`config.mk`:
```
export PLATFORM = sky130hd
export DESIGN_NAME = raster_timing_gen
export DESIGN_NICKNAME = d
export VERILOG_FILES = /design/src/rtl/rtg_pkg.sv /design/src/rtl/rtg_regfile.sv /design/src/rtl/rtg_axis.sv /design/src/rtl/raster_timing_gen.sv
export SDC_FILE = /design/constraint.sdc
export NUM_CORES = 1
export LEC_CHECK = 0
export ABC_AREA = 1
export BUFFER_PORTS_ARGS = -buffer_cell sky130_fd_sc_hd__buf_2
export CAP_MARGIN = 20
export CORE_MARGIN = 4
export CORE_UTILIZATION = 25
export CTS_BUF_LIST = sky130_fd_sc_hd__clkbuf_8
export DETAILED_ROUTE_END_ITERATION = 6
export PLACE_DENSITY_LB_ADDON = 0.25
export SLEW_MARGIN = 0
export SYNTH_ARGS = -nofsm -noshare
export SYNTH_HDL_FRONTEND = slang
export SYNTH_SLANG_ARGS = --single-unit
```
`constraint.sdc`:
```
create_clock -name clk -period 6.1 [get_ports clk]
set_input_delay 1.22 -clock clk [delete_from_list [all_inputs] [get_ports clk]]
set_output_delay 1.22 -clock clk [all_outputs]
set_load 0.01 [all_outputs]
```
`src/rtl/rtg_pkg.sv`:
```
package rtg_pkg;
   localparam int unsigned FW = 16;

   typedef struct packed {
      logic [FW-1:0] second;
      logic [FW-1:0] first;
   } pair_t;

   typedef struct packed {
      pair_t sync;
      pair_t blank;
      pair_t span;
   } axis_cfg_t;

   localparam logic [2:0] ADDR_KEY  = 3'd0;
   localparam logic [2:0] ADDR_CTRL = 3'd1;
   localparam logic [2:0] ADDR_H0   = 3'd2;
   localparam logic [2:0] ADDR_V0   = 3'd5;

   localparam int unsigned C_RUN  = 0;
   localparam int unsigned C_GFX  = 1;
   localparam int unsigned C_VID  = 2;
   localparam int unsigned C_HINV = 3;
   localparam int unsigned C_VINV = 4;
endpackage

```
`src/rtl/rtg_regfile.sv`:
```
module rtg_regfile
   import rtg_pkg::*;
#(
   parameter logic [15:0] KEY = 16'h4758
) (
   input  logic             clk,
   input  logic             rst_n,
   input  logic             bus_wr,
   input  logic [2:0]       bus_addr,
   input  logic [31:0]      bus_wdata,
   output logic [31:0]      bus_rdata,
   input  logic             frame_start,
   output logic [4:0]       ctrl,
   output axis_cfg_t        h_cfg,
   output axis_cfg_t        v_cfg
);
   localparam int unsigned NREG = 8;

   logic [NREG-1:0][31:0] regs;
   logic                  unlocked;

   always_ff @(posedge clk or negedge rst_n) begin
      if (!rst_n) begin
         unlocked <= 1'b0;
         regs     <= '0;
      end else if (bus_wr) begin
         if (bus_addr == ADDR_KEY)
            unlocked <= (bus_wdata == {16'h0000, KEY});
         else if (unlocked)
            regs[bus_addr] <= bus_wdata;
      end
   end

   // working copies follow the staging words only at frame boundaries
   always_ff @(posedge clk or negedge rst_n) begin
      if (!rst_n) begin
         h_cfg <= '0;
         v_cfg <= '0;
      end else if (frame_start) begin
         h_cfg <= {regs[ADDR_H0+3'd2], regs[ADDR_H0+3'd1], regs[ADDR_H0]};
         v_cfg <= {regs[ADDR_V0+3'd2], regs[ADDR_V0+3'd1], regs[ADDR_V0]};
      end
   end

   assign ctrl      = regs[ADDR_CTRL][4:0];
   assign bus_rdata = (bus_addr == ADDR_KEY) ? 32'h0 : regs[bus_addr];

   assert_locked_drop_R2 : assert property (@(posedge clk) disable iff (!rst_n)
      (bus_wr && !unlocked && bus_addr != ADDR_KEY) |=> (regs == $past(regs)));

   assert_key_opens_R2 : assert property (@(posedge clk) disable iff (!rst_n)
      (bus_wr && bus_addr == ADDR_KEY && bus_wdata == {16'h0000, KEY}) |=> unlocked);

   assert_frame_update_R10 : assert property (@(posedge clk) disable iff (!rst_n)
      (!$stable(h_cfg) || !$stable(v_cfg)) |-> $past(frame_start));
endmodule

```
`src/rtl/rtg_axis.sv`:
```
module rtg_axis
   import rtg_pkg::*;
#(
   parameter int unsigned CW = 12
) (
   input  logic          clk,
   input  logic          rst_n,
   input  logic          run,
   input  logic          step,
   input  axis_cfg_t     cfg,
   output logic [CW-1:0] cnt,
   output logic          wrap,
   output logic          in_span,
   output logic          in_blank,
   output logic          in_sync
);
   localparam logic [FW-1:0] CMAX = FW'((32'd1 << CW) - 32'd1);

   logic [FW-1:0] pos;
   assign pos = FW'(cnt);

   assign wrap = step && (pos >= cfg.span.second);

   always_ff @(posedge clk or negedge rst_n) begin
      if (!rst_n)      cnt <= '0;
      else if (!run)   cnt <= '0;
      else if (step)   cnt <= wrap ? '0 : cnt + 1'b1;
   end

   // stored minus-one: pos >= start  <=>  pos > start_m1 ; pos < end  <=>  pos <= end_m1
   assign in_span  = (pos <= cfg.span.first);
   assign in_blank = (pos > cfg.blank.first) && (pos <= cfg.blank.second);
   assign in_sync  = (pos > cfg.sync.first)  && (pos <= cfg.sync.second);

   // R4 for the column counter, R5 for the row counter
   assert_count_bound_R4 : assert property (@(posedge clk) disable iff (!rst_n)
      (run && cfg.span.second <= CMAX) |-> (pos <= cfg.span.second));

   assert_count_step_R4 : assert property (@(posedge clk) disable iff (!rst_n)
      (run && step && !wrap) |=> (cnt == $past(cnt) + 1'b1));

   assert_stop_clears_R9 : assert property (@(posedge clk) disable iff (!rst_n)
      !run |=> (cnt == '0));
endmodule

```
`src/rtl/raster_timing_gen.sv`:
```
module raster_timing_gen
   import rtg_pkg::*;
#(
   parameter int unsigned CW  = 12,
   parameter logic [15:0] KEY = 16'h4758
) (
   input  logic          clk,
   input  logic          rst_n,
   input  logic          bus_wr,
   input  logic [2:0]    bus_addr,
   input  logic [31:0]   bus_wdata,
   output logic [31:0]   bus_rdata,
   output logic          hsync,
   output logic          vsync,
   output logic          blank,
   output logic          disp_en,
   output logic [CW-1:0] pix_x,
   output logic [CW-1:0] pix_y
);
   if (CW < 2 || CW > FW) begin : g_cw_check
      $error("raster_timing_gen: CW must lie in 2..16");
   end

   logic [4:0]    ctrl;
   axis_cfg_t     h_cfg, v_cfg;
   logic          frame_start;
   logic          run;
   logic [CW-1:0] h_cnt, v_cnt;
   logic          h_wrap, v_wrap;
   logic          h_span, v_span, h_blk, v_blk, h_syn, v_syn;

   assign run         = ctrl[C_RUN];
   assign frame_start = !run || (h_wrap && v_wrap);

   rtg_regfile #(.KEY(KEY)) u_regs (
      .clk(clk), .rst_n(rst_n),
      .bus_wr(bus_wr), .bus_addr(bus_addr), .bus_wdata(bus_wdata),
      .bus_rdata(bus_rdata), .frame_start(frame_start),
      .ctrl(ctrl), .h_cfg(h_cfg), .v_cfg(v_cfg)
   );

   rtg_axis #(.CW(CW)) u_col (
      .clk(clk), .rst_n(rst_n), .run(run), .step(1'b1), .cfg(h_cfg),
      .cnt(h_cnt), .wrap(h_wrap), .in_span(h_span), .in_blank(h_blk), .in_sync(h_syn)
   );

   rtg_axis #(.CW(CW)) u_row (
      .clk(clk), .rst_n(rst_n), .run(run), .step(h_wrap), .cfg(v_cfg),
      .cnt(v_cnt), .wrap(v_wrap), .in_span(v_span), .in_blank(v_blk), .in_sync(v_syn)
   );

   assign pix_x   = run ? h_cnt : '0;
   assign pix_y   = run ? v_cnt : '0;
   assign hsync   = ctrl[C_HINV] ^ (run & h_syn);
   assign vsync   = ctrl[C_VINV] ^ (run & v_syn);
   assign blank   = run & (h_blk | v_blk);
   assign disp_en = run & (ctrl[C_GFX] | ctrl[C_VID]) & h_span & v_span;
endmodule

```
---- Word level (Yosys, flattened, before mapping) ----
Cells that the tools add are included.
storage, ports and cells
  register bits ........................... 473
  input bits .............................. 38
  output and inout bits ................... 60
  word-level logic and storage cells ...... 77
operators by class
  add/sub/neg operators ................... 2
  order comparisons ....................... 14
  eq/ne operators ......................... 2
  mux-type cells .......................... 13
  bitwise logic cells ..................... 11
  reductions and logical operators ........ 12
operators by type and width
  kind                                                                                 number
  256-bit bitwise mux                                                                  1
  32-bit binary-select mux with 3-bit select                                           1
  32-bit demux with 3-bit select                                                       1
  12-bit by 16-bit less-or-equal comparator with 1-bit output                          6
  32-bit two-way mux                                                                   3
  12-bit two-way mux                                                                   7
  12-bit by 16-bit greater-than comparator with 1-bit output                           4
  32-bit by 15-bit == test with 1-bit output, second input constant                    1
  12-bit by 16-bit greater-or-equal comparator with 1-bit output                       2
  12-bit by 1-bit adder with 12-bit output, second input constant                      2
  1-bit logical AND                                                                    7
  1-bit bitwise AND                                                                    6
  3-bit by 4-bit less-than comparator with 1-bit output, second input constant         1
  3-bit by 1-bit greater-or-equal comparator with 1-bit output, second input constant  1
  3-bit zero test                                                                      1
  3-bit AND reduction                                                                  1
  2-bit != test, second input constant                                                 1
  1-bit OR                                                                             2
  2-bit AND reduction                                                                  1
  1-bit bitwise XOR                                                                    2
  1-bit zero test                                                                      1
  1-bit logical OR                                                                     1
  1-bit inverter                                                                       1

---- Logic depth before layout (Yosys ltp) ----
Gate-level depths: netlist of run 1.
  word-level depth ........................ 5
  depth in mapped cells ................... 15
  gate-level depth less buffers ........... 14

---- Modules after synthesis ----
From an unflattened synthesis of run 1, not the netlist that was laid out.
second synthesis, totals
  cells, all modules ...................... 2715
  area total of the unflattened synthesis .. 22868.2 µm²
by module, submodules not included
  module             times used  cells each  area an instance (µm²)  seq. area each (µm²)
  rtg_regfile        1           1821        17244.0                 10435.0
  rtg_axis           2           413         2677.6                  300.3
  raster_timing_gen  1           68          269.0                   0.0

---- Worst setup path before layout of run 1 ----
No wires, ideal clock.
  path type ............................... in2out
  start point ............................. input bus_addr[1]
  end point ............................... output bus_rdata[0]
  data arrival time ....................... 2300 ps
  data required time ...................... 4880 ps
  setup slack ............................. 2580 ps
  cell stages on the path ................. 6
  buffers on the path ..................... 2
  path through ............................ buf_2 inv_1 nor2_1 clkbuf_1 a221oi_1 o211ai_1
between the ends
  longest elaborated chain between the ends .. 3
  elaborated cells between the ends (all ways) .. 4
  those cells by class .................... mux (3); reduce/logical (1)
ends and longest elaborated chain
  item                                        line                     text
  start: declaration                          raster_timing_gen.sv:10  input logic [2:0] bus_addr,
  32-bit binary-select mux with 3-bit select  rtg_regfile.sv:46        assign bus_rdata = (bus_addr == ADDR_KEY) ? 32'h0 : regs[bus_addr];
  32-bit two-way mux (implied by the code)    rtg_regfile.sv:46
  32-bit two-way mux *                        rtg_regfile.sv:46
  end: declaration                            raster_timing_gen.sv:12  output logic [31:0] bus_rdata,
Every way passes the cells marked *; elsewhere a longest branch is shown, timed or not. The select of a mux whose other input is x is not followed.

---- Worst setup path after layout of run 1 ----
  start point ............................. register u_row.cnt[7]
  end point ............................... output blank
between the ends
  longest elaborated chain between the ends .. 4
  elaborated cells between the ends (all ways) .. 5
  those cells by class .................... order compare (2); bitwise (2); reduce/logical (1)
ends and longest elaborated chain
  item                                                                                                                                       line                     text
  start: declaration                                                                                                                         rtg_axis.sv:11           output logic [CW-1:0] cnt,
  start signal: assignment                                                                                                                   rtg_axis.sv:27           else if (step) cnt <= wrap ? '0 : cnt + 1'b1;
  12-bit by 16-bit greater-than comparator with 1-bit output or 12-bit by 16-bit less-or-equal comparator with 1-bit output (tied branches)  rtg_axis.sv:32           assign in_blank = (pos > cfg.blank.first) && (pos <= cfg.blank.second);
  1-bit logical AND *                                                                                                                        rtg_axis.sv:32
  1-bit OR *                                                                                                                                 raster_timing_gen.sv:56  assign blank = run & (h_blk | v_blk);
  1-bit bitwise AND *                                                                                                                        raster_timing_gen.sv:56
  end: declaration                                                                                                                           raster_timing_gen.sv:15  output logic blank,
Every way passes the cells marked *; elsewhere a longest branch is shown, timed or not.

==> results of run 1 <==
==> power groups by stage <==
stage	clock network [mW]	logic [mW]	registers, mW
finish	2.94	0.157	2.93
global route	3.16	0.178	2.92
CTS	3.02	0.163	2.93
detailed placement	0	0.162	2.98
global placement	0	0.163	2.98
floorplan	0	0.0388	2.98
==> layout by cell type, fill, tap and decap left out, drive strengths merged, types with 5 or more instances in the layout <==
master  count
nand2     847
dfrtp     441
inv       286
o21ai     237
nand3     218
ha        146
buf       127
clkbuf     99
a21oi      87
nor2       86
a22oi      62
o211ai     30
nand4      29
a22o       25
xor2       12
o21a       11
clkinv     10
nor3       10
nor4        8
a211oi      7
o21bai      5
a221oi      5
==> layout make-up <==
| type | instances | area (sq um) | share of cell area [%] |
|---|---|---|---|
| flip-flops and latches | 441 | 11040 | 43.00 |
| multi-input cells | 1836 | 9744 | 37.97 |
| well taps | 1165 | 1458 | 5.679 |
| clock buffers | 99 | 1363 | 5.309 |
| inverters | 262 | 983.4 | 3.832 |
| repair buffers | 127 | 795.8 | 3.100 |
| clock inverters | 39 | 281.5 | 1.097 |
| diodes | 2 | 5.005 | 0.01950 |
==> worst min path at each step <==
stage                                 from               end  slack (ns)  cells after the start
after CTS                 u_regs.h_cfg[33]  u_regs.h_cfg[33]        0.47                      2
after global routing      u_regs.v_cfg[90]  u_regs.v_cfg[90]        0.49                      2
after floorplan           u_regs.h_cfg[10]  u_regs.h_cfg[10]        0.44                      2
after detailed placement  u_regs.v_cfg[21]  u_regs.v_cfg[21]        0.46                      2
final                     u_regs.v_cfg[89]  u_regs.v_cfg[89]        0.47                      2
after global placement    u_regs.v_cfg[30]  u_regs.v_cfg[30]        0.46                      2
==> flip-flops by register name, summed over array words and instances, names as in the netlist <==
signal and flops:
u_regs.v_cfg 96, u_row.cnt 12, u_regs.unlocked 1, u_col.cnt 12, u_regs.ctrl 5, u_regs.h_cfg 96, u_regs.regs 219
==> layer usage <==
metal	global-route usage, %	wire (um)	vias up
li1	-	-	8980
met1	21.76	34650	8783
met2	24.72	33030	387
met3	2.610	3208	98
met4	3.910	1486	0
met5	0	0	-
==> cells by family (layout without fill, tap and decap cells) <==
kind of cell             after synthesis  in the layout  synth area share (%)
AND/OR/NAND/NOR                     1199           1199                 22.00
AO/OA/AOI/OAI                        477            477                 12.57
flip-flops                           441            441                 49.40
buffers and inverters                399            527                 7.308
adder cells (fa/ha/maj)              146            146                 8.177
XOR/XNOR                              14             14                0.5488
other                                  0              2                     0
==> worst max-delay path, stage by stage (launching register included) <==
cell and delay, ns:
dfrtp_1 0.60, ha_1 0.41, nand2_1 0.07, nor2_1 0.15
nand2_1 0.07, nand2_1 0.05, nand2_1 0.04, a21oi_1 0.35
nand2_1 0.22, a21oi_1 0.41, buf_2 0.22
==> impl_metrics.env, run 1 <==
export IMPL_status="complete, no violations"
export IMPL_synth_edff_count=0
export IMPL_fin_util_pct=29.00
export IMPL_worst_clock_skew_ns=0.02499
export IMPL_num_rows=109
export IMPL_grt_pass1_vias=18353
export IMPL_switching_share_pct=24.03
export IMPL_slew_violations=0
export IMPL_drcViolationCount=0
export IMPL_cts_buffers=76
export IMPL_io_buffers=97
export IMPL_setup_ws_ns=1.598
export IMPL_power_frac_seq_pct=48.6
export IMPL_final_area_sq_um=25670
export IMPL_p_clk_share_pct=48.8
export IMPL_routedWlPerCell_um=18.23
export IMPL_fin_nets=2928
export IMPL_synth_seq_cells=441
export IMPL_htreeDepth=3
export IMPL_comb_power_share_pct=2.6
export IMPL_path_class="reg2out"
export IMPL_cellLeakagePower_nw=13.14
export IMPL_placed_area_sq_um=24000
export IMPL_finalCritPeriodShare_pct=73.80
export IMPL_syn_cell_area_sq_um=22340
export IMPL_rsz0062_at_grt="false"
export IMPL_grt_first_pass_wirelength_mm=113.3
export IMPL_grt_overflow=0
export IMPL_critical_path_endpoint="blank"
export IMPL_synth_async_reset_ratio_pct=100.0
export IMPL_io_pins=98
export IMPL_crit_path_max_fanout=11
export IMPL_synth_fp_nets=2860
export IMPL_intPower_mw=4.577
export IMPL_synth_top_area_share_pct=49.40
export IMPL_start_kind="register"
export IMPL_finalSetupViolCount=0
export IMPL_synth_area_per_cell_sq_um=8.349
export IMPL_max_freq_mhz=222.1
export IMPL_r2r_end="u_regs.v_cfg[45]"
export IMPL_hp_class="reg2reg"
export IMPL_fin_cells=3971
export IMPL_grt_start_max_net_pins=208
export IMPL_synthCells=2676
export IMPL_cts_buffer_depth=3
export IMPL_antenna_found_initial=2
export IMPL_period_needed_ns=4.502
export IMPL_tightest_slew_ns=1.094
export IMPL_yosys_top_cells_count="846 x nand2_1, 441 x dfrtp_1, 260 x inv_1"
export IMPL_crit_path_end_kind="primary output"
export IMPL_rrSetupSlack_ns=2.14
export IMPL_synth_most_common_cell="nand2_1"
export IMPL_finalWeightedCongestion=0.8338
export IMPL_power_density_nw_per_um2=234.7
export IMPL_cts_sinks=441
export IMPL_grt_use_total_pct=15.44
export IMPL_crit_required_ns=4.88
export IMPL_vias_per_cell=4.595
export IMPL_synth_cell_types=36
export IMPL_drt_first_pass_iters=5
export IMPL_ctsHoldBuffers=0
export IMPL_clkLatencyLatePin_ns=0.68
export IMPL_routed_wl_mm=72.37
export IMPL_initial_core_util_pct=25.24
export IMPL_total_power_mw=6.025
export IMPL_cts_setup_buffers=0
export IMPL_final_hold_viol_count=0
export IMPL_synth_area_leaders="dfrtp_1 49%, nand2_1 14%, ha_1 8.2%"
export IMPL_core_area_sq_um=88510
export IMPL_cts_root_buf="clkbuf_8"
export IMPL_slew_headroom_pct=26.39
export IMPL_holdWs_ns=0.4682
export IMPL_fillers=9576
export IMPL_drive_above_1_share_pct=9.379
export IMPL_clkSlewWorstSetupHoldPaths_ns=0.06
export IMPL_die_area_sq_um=94210
export IMPL_yosys_area_top_type="dfrtp_1"
export IMPL_r2r_cells=11
export IMPL_die_w_um=306.9
export IMPL_switchingPower_mw=1.448
export IMPL_place_inst=3830
export IMPL_dp_hpwl_mm=49.79
export IMPL_dieHeight_um=306.9
export IMPL_vdd_drop_max_mv=0.1999
export IMPL_reg2reg_from="u_row.cnt[7]"
export IMPL_drt_iter0_markers=1365
export IMPL_cts_tree="yes"
export IMPL_seq_area_frac_synth_pct=49.40
export IMPL_syn_to_final_growth_pct=14.88
export IMPL_arrival_ns=3.28
export IMPL_num_vias=18248
export IMPL_ys_warn_count=0
export IMPL_pre_cts_slack_ns=1.676
export IMPL_fin_tns_setup_ns=0
export IMPL_drv_cap=0
export IMPL_ant_nets=0
export IMPL_crit_start="u_row.cnt[7]"
export IMPL_ys_flop_type="dfrtp_1"
export IMPL_ctsResizeCount=0
(Power assumes the default switching activity.)
==> run 2, diff against run 1 <==
==> constraint.sdc (replaced) <==
create_clock -name clk -period 4.3 [get_ports clk]
set_input_delay 0.86 -clock clk [delete_from_list [all_inputs] [get_ports clk]]
set_output_delay 0.86 -clock clk [all_outputs]
set_load 0.01 [all_outputs]
==> run 2 against run 1 <==
Against the previous run:
- via count rose by 0.38%
- sequential power rose by 42%
- die area did not move
- largest cell class unchanged
- largest power group is now registers
==> impl_metrics.env, run 2 (same netlist as run 1, synthesis figures left out) <==
export IMPL_status="complete, no violations"
export IMPL_num_rows=109
export IMPL_io_buffers=97
export IMPL_drive_above_1_share_pct=9.993
export IMPL_die_area_sq_um=94210
export IMPL_grt_first_pass_wirelength_mm=112.8
export IMPL_cts_setup_buffers=0
export IMPL_drt_first_pass_iters=6
export IMPL_dp_hpwl_mm=50.90
export IMPL_routedWlPerCell_um=18.19
export IMPL_grt_pass1_vias=18216
export IMPL_setup_ws_ns=0.2909
export IMPL_grt_start_max_net_pins=99
export IMPL_path_class="reg2out"
export IMPL_max_freq_mhz=249.4
export IMPL_cts_tree="yes"
export IMPL_clkSlewWorstSetupHoldPaths_ns=0.06
export IMPL_dieHeight_um=306.9
export IMPL_drt_iter0_markers=1387
export IMPL_clkLatencyLatePin_ns=0.67
export IMPL_period_needed_ns=4.009
export IMPL_power_density_nw_per_um2=324.8
export IMPL_ctsResizeCount=0
export IMPL_fin_nets=2948
export IMPL_largest_register="u_regs.regs"
export IMPL_final_hold_viol_count=0
export IMPL_pre_cts_slack_ns=0.8056
export IMPL_largestRegisters="u_regs.regs (219), u_regs.h_cfg (96), u_regs.v_cfg (96)"
export IMPL_largest_reg_flops=219
export IMPL_cts_sinks=441
export IMPL_tightest_slew_ns=0.9141
export IMPL_crit_required_ns=3.44
export IMPL_slew_violations=0
export IMPL_vdd_drop_max_mv=0.1830
export IMPL_slew_headroom_pct=39.06
export IMPL_drv_cap=0
export IMPL_worst_clock_skew_ns=0.03353
export IMPL_finalWeightedCongestion=0.8277
export IMPL_htreeDepth=3
export IMPL_ant_nets=0
export IMPL_finalCritPeriodShare_pct=93.23
export IMPL_drcViolationCount=0
export IMPL_fillers=9538
export IMPL_grt_use_total_pct=15.42
export IMPL_io_pins=98
export IMPL_rsz0062_at_grt="false"
export IMPL_initial_core_util_pct=25.24
export IMPL_routed_wl_mm=72.51
export IMPL_final_cell_mix="840 x nand2_1, 441 x dfrtp_1, 281 x inv_1"
export IMPL_ctsHoldBuffers=0
export IMPL_hp_class="in2async"
export IMPL_grt_overflow=0
export IMPL_vias_per_cell=4.594
export IMPL_crit_path_end_kind="primary output"
export IMPL_core_area_sq_um=88510
export IMPL_diodes=0
export IMPL_arrival_ns=3.15
export IMPL_antenna_found_initial=1
export IMPL_cts_root_buf="clkbuf_8"
export IMPL_syn_to_final_growth_pct=15.69
export IMPL_start_kind="register"
export IMPL_cts_buffer_depth=3
export IMPL_die_w_um=306.9
export IMPL_cts_buffers=78
export IMPL_final_area_sq_um=25850
export IMPL_crit_path_max_fanout=10
export IMPL_fin_tns_setup_ns=0
export IMPL_cellLeakagePower_nw=13.22
export IMPL_finalSetupViolCount=0
export IMPL_placed_area_sq_um=24200
export IMPL_final_common_cell="nand2_1"
export IMPL_num_vias=18317
==> run 2: cell types whose count changed in the layout (fill, tap and decap cells not counted), sizes merged <==
cell and change:
buf +18, bufinv -4, clkbuf +5, clkinvlp +3
diode -2, inv -4
==> run 2: report_power, final <==
group          total, mW  internal, mW  switching, mW
combinational      0.240        0.0398          0.201
sequential          4.15          4.15  0.00000000242
clock               4.00          2.15           1.85
total               8.39          6.34           2.05
==> run 2: worst max-delay path, stage by stage (launching register included) <==
cell and delay [ns]:
dfrtp_1 0.60, ha_1 0.41, nand2_1 0.05, nor2_1 0.17, nand2_1 0.07, o21ai_0 0.27
inv_1 0.08, nand2_1 0.08, nand2_1 0.06, a21oi_1 0.45, buf_2 0.23
==> run 2: layout make-up <==
cell class / instances / area, sq um / area share [%]
well taps: 1165 / 1458 / 5.639
repair buffers: 145 / 1041 / 4.027
clock inverters: 34 / 153.9 / 0.5954
clock buffers: 104 / 1431 / 5.538
inverters: 262 / 983.4 / 3.805
multi-input cells: 1836 / 9744 / 37.70
flip-flops and latches: 441 / 11040 / 42.70
==> run 2: through the flow <==
stage	std cells	power (mW)	util, %	hold WS (ns)
6_report	3987	8.394	29.20	0.2576
5_1_grt	3987	8.749	29.20	0.2500
4_1_cts	3983	8.525	29.13	0.2280
3_5_place_dp	3845	4.471	27.34	0.4580
3_3_place_gp	3845	4.474	27.34	0.4539
2_1_floorplan	2676	4.282	-	0.4419
==> run 2: final timing paths <==
kind / from / endpoint / slack [ns] / depth (start not counted)
min in group clk: u_regs.v_cfg[82] / u_regs.v_cfg[82] / 0.47 / 2
worst max-delay path: u_col.cnt[9] / blank / 0.29 / 10
worst max register to register: u_row.cnt[7] / u_regs.v_cfg[15] / 1.03 / 12
worst min-delay path: rst_n / u_regs.v_cfg[63] / 0.26 / 1
worst min register to register: u_regs.v_cfg[82] / u_regs.v_cfg[82] / 0.47 / 2
max in group asynchronous: rst_n / u_regs.v_cfg[0] / 3.12 / 2
==> run 2: routing by layer <==
metal / part of all wire, % / GRT usage (%)
met5: 0.017 / 0
met4: 1.6 / 3.658
met3: 4.6 / 2.596
met2: 46 / 24.46
met1: 48 / 22.01
==> run 3, diff against run 2 <==
--- a/config.mk
+++ b/config.mk
@@ -16,4 +16,5 @@
 export SLEW_MARGIN = 0
 export SYNTH_ARGS = -nofsm -noshare
 export SYNTH_HDL_FRONTEND = slang
+export SYNTH_HIERARCHICAL = 1
 export SYNTH_SLANG_ARGS = --single-unit
==> run 3 against run 2 <==
Against the previous run:
- critical path depth did not move
- area after synthesis rose by 2.4%
- clock skew barely moved
==> impl_metrics.env, run 3 <==
export IMPL_status="complete, no violations"
export IMPL_tightest_slew_ns=1.043
export IMPL_final_hold_viol_count=0
export IMPL_ctsResizeCount=0
export IMPL_slew_headroom_pct=30.20
export IMPL_cts_setup_buffers=0
export IMPL_slew_violations=0
export IMPL_cts_sinks=441
export IMPL_power_density_nw_per_um2=317.9
export IMPL_synth_async_reset_ratio_pct=100.0
export IMPL_fin_nets=3013
export IMPL_synthCells=2715
export IMPL_final_cell_mix="755 x nand2_1, 441 x dfrtp_1, 324 x inv_1"
export IMPL_clkLatencyLatePin_ns=0.66
export IMPL_hp_class="in2async"
export IMPL_largest_register="u_regs/regs"
export IMPL_crit_path_end_kind="primary output"
export IMPL_synth_top_area_share_pct=48.26
export IMPL_grt_first_pass_wirelength_mm=107.4
export IMPL_setup_ws_ns=0.3144
export IMPL_arrival_ns=3.13
export IMPL_crit_path_max_fanout=9
export IMPL_drt_iter0_markers=1239
export IMPL_synth_area_per_cell_sq_um=8.423
export IMPL_fin_tns_setup_ns=0
export IMPL_cts_tree="yes"
export IMPL_largest_reg_flops=219
export IMPL_finalSetupViolCount=0
export IMPL_synthAdderAreaFrac_pct=7.988
export IMPL_io_buffers=97
export IMPL_r2r_end="u_regs/h_cfg[11]"
export IMPL_dieHeight_um=310.4
export IMPL_ys_flop_type="dfrtp_1"
export IMPL_ys_warn_count=6
export IMPL_vdd_drop_max_mv=0.1855
export IMPL_worst_clock_skew_ns=0.03396
export IMPL_grt_overflow=0
export IMPL_holdWs_ns=0.2564
export IMPL_drt_first_pass_iters=6
export IMPL_finalWeightedCongestion=0.7907
export IMPL_antenna_found_initial=4
export IMPL_synth_edff_count=0
export IMPL_cellLeakagePower_nw=13.79
export IMPL_fillers=9781
export IMPL_syn_to_final_growth_pct=15.70
export IMPL_ant_nets=0
export IMPL_dp_hpwl_mm=49.45
export IMPL_period_needed_ns=3.986
export IMPL_drive_above_1_share_pct=14.83
export IMPL_syn_cell_area_sq_um=22870
export IMPL_synth_top_family_by_area="simple AND/OR/NAND/NOR gates"
export IMPL_num_vias=17646
export IMPL_synth_cell_types=34
export IMPL_synthSimpleGateAreaFrac_pct=19.67
export IMPL_grt_use_total_pct=14.61
export IMPL_pre_cts_slack_ns=0.8678
export IMPL_fin_cells=4058
export IMPL_synth_area_leaders="dfrtp_1 48%, nand2_1 12%, ha_1 8.0%"
export IMPL_cts_buffer_depth=3
export IMPL_io_pins=98
export IMPL_finalCritPeriodShare_pct=92.69
export IMPL_largestRegisters="u_regs/regs (219), u_regs/h_cfg (96), u_regs/v_cfg (96)"
export IMPL_yosys_area_top_type="dfrtp_1"
export IMPL_routedWlPerCell_um=17.15
export IMPL_clkSlewWorstSetupHoldPaths_ns=0.06
export IMPL_drv_cap=0
export IMPL_place_inst=3925
export IMPL_routed_wl_mm=69.60
export IMPL_crit_required_ns=3.44
export IMPL_htreeDepth=3
export IMPL_final_common_cell="nand2_1"
export IMPL_core_area_sq_um=90420
export IMPL_r2r_cells=20
export IMPL_reg2reg_from="u_col/cnt[0]"
export IMPL_synth_seq_cells=441
export IMPL_max_freq_mhz=250.9
export IMPL_seq_area_frac_synth_pct=48.26
export IMPL_yosys_top_cells_count="759 x nand2_1, 441 x dfrtp_1, 305 x inv_1"
export IMPL_die_area_sq_um=96380
export IMPL_synth_xor_area_share_pct=0.4596
export IMPL_synth_most_common_cell="nand2_1"
export IMPL_synth_compound_area_share_pct=9.914
export IMPL_grt_pass1_vias=17461
export IMPL_path_class="reg2out"
export IMPL_num_rows=110
export IMPL_ctsHoldBuffers=0
export IMPL_vias_per_cell=4.348
export IMPL_cts_root_buf="clkbuf_8"
export IMPL_die_w_um=310.4
export IMPL_grt_start_max_net_pins=108
export IMPL_start_kind="register"
export IMPL_initial_core_util_pct=25.29
export IMPL_synthMuxAreaShare_pct=6.352
export IMPL_rrSetupSlack_ns=0.89
export IMPL_drcViolationCount=0
export IMPL_rsz0062_at_grt="false"
export IMPL_cts_buffers=78
-- run 3: cell count changes after synthesis, moves of 45 or more --
cell / before / now
a22oi_1: 62 / 0
nand3_1: 216 / 45
inv_1: 260 / 305
nor2_1: 84 / 237
mux2_2: 0 / 129
nand2_1: 846 / 759
a21oi_1: 87 / 160
-- run 3: logic make-up after synthesis --
kind of cell / after synthesis
and+or+nand+nor: 1122
DFF: 441
AOI/OAI and AO/OA: 437
buffers and inverters: 427
adders and majority gates: 146
muxes: 129
xor gates and xnor gates: 12
other: 1
-- run 3: power by group --
part / internal (mW) / switching, mW
Sequential: 4.15 / 0.00000000253
Combinational: 0.0458 / 0.212
Clock: 2.20 / 1.81
-- run 3: worst max-delay path by stage --
stage | startpoint | end | slack, ns
floorplan | u_col/cnt[7] | u_regs/h_cfg[46] | 1.21
global placement | u_col/cnt[0] | u_regs/h_cfg[68] | 0.96
detailed placement | u_col/cnt[0] | u_regs/h_cfg[11] | 0.87
CTS | u_row/cnt[5] | blank | 0.29
global route | u_row/cnt[11] | vsync | 0.19
finish | u_row/cnt[11] | vsync | 0.31
-- run 3: cell type report --
cell class                      count  area (sq um)  area share [%]
Antenna cell                        2         5.005         0.01892
Inverter                          317          1190           4.497
Multi-Input combinational cell   1849         10180           38.47
Clock inverter                     31         193.9          0.7330
Tap cell                         1176          1471           5.561
Sequential cell                   441         11040           41.71
Clock buffer                      100          1376           5.202
Timing Repair Buffer              142          1008           3.811
-- run 3: metal layers --
metal / up-vias / part of all wire (%) / global-route usage (%)
li1: 8882 / - / -
met5: - / 0.010 / 0
met4: 2 / 1.7 / 3.477
met2: 328 / 46 / 23.38
met1: 8350 / 48 / 20.64
met3: 84 / 4.5 / 2.532
-- run 3: worst max-delay path, stage by stage (launching register included) --
cell	delay, ns
dfrtp_1	0.63
ha_1	0.43
nand2_1	0.07
o21ai_0	0.16
nand2_1	0.12
a21oi_1	0.46
nor2_1	0.20
nand2_1	0.11
nand2_1	0.05
nand2_1	0.09
buf_2	0.14
-- run 3: stage by stage --
stage	utilization, %	power (mW)	instance area, sq um
floorplan	-	4.294	22880
finish	29.26	8.412	26460
detailed placement	27.52	4.495	24880
global route	29.26	8.764	26460
CTS	29.26	8.567	26450
global placement	27.52	4.497	24880
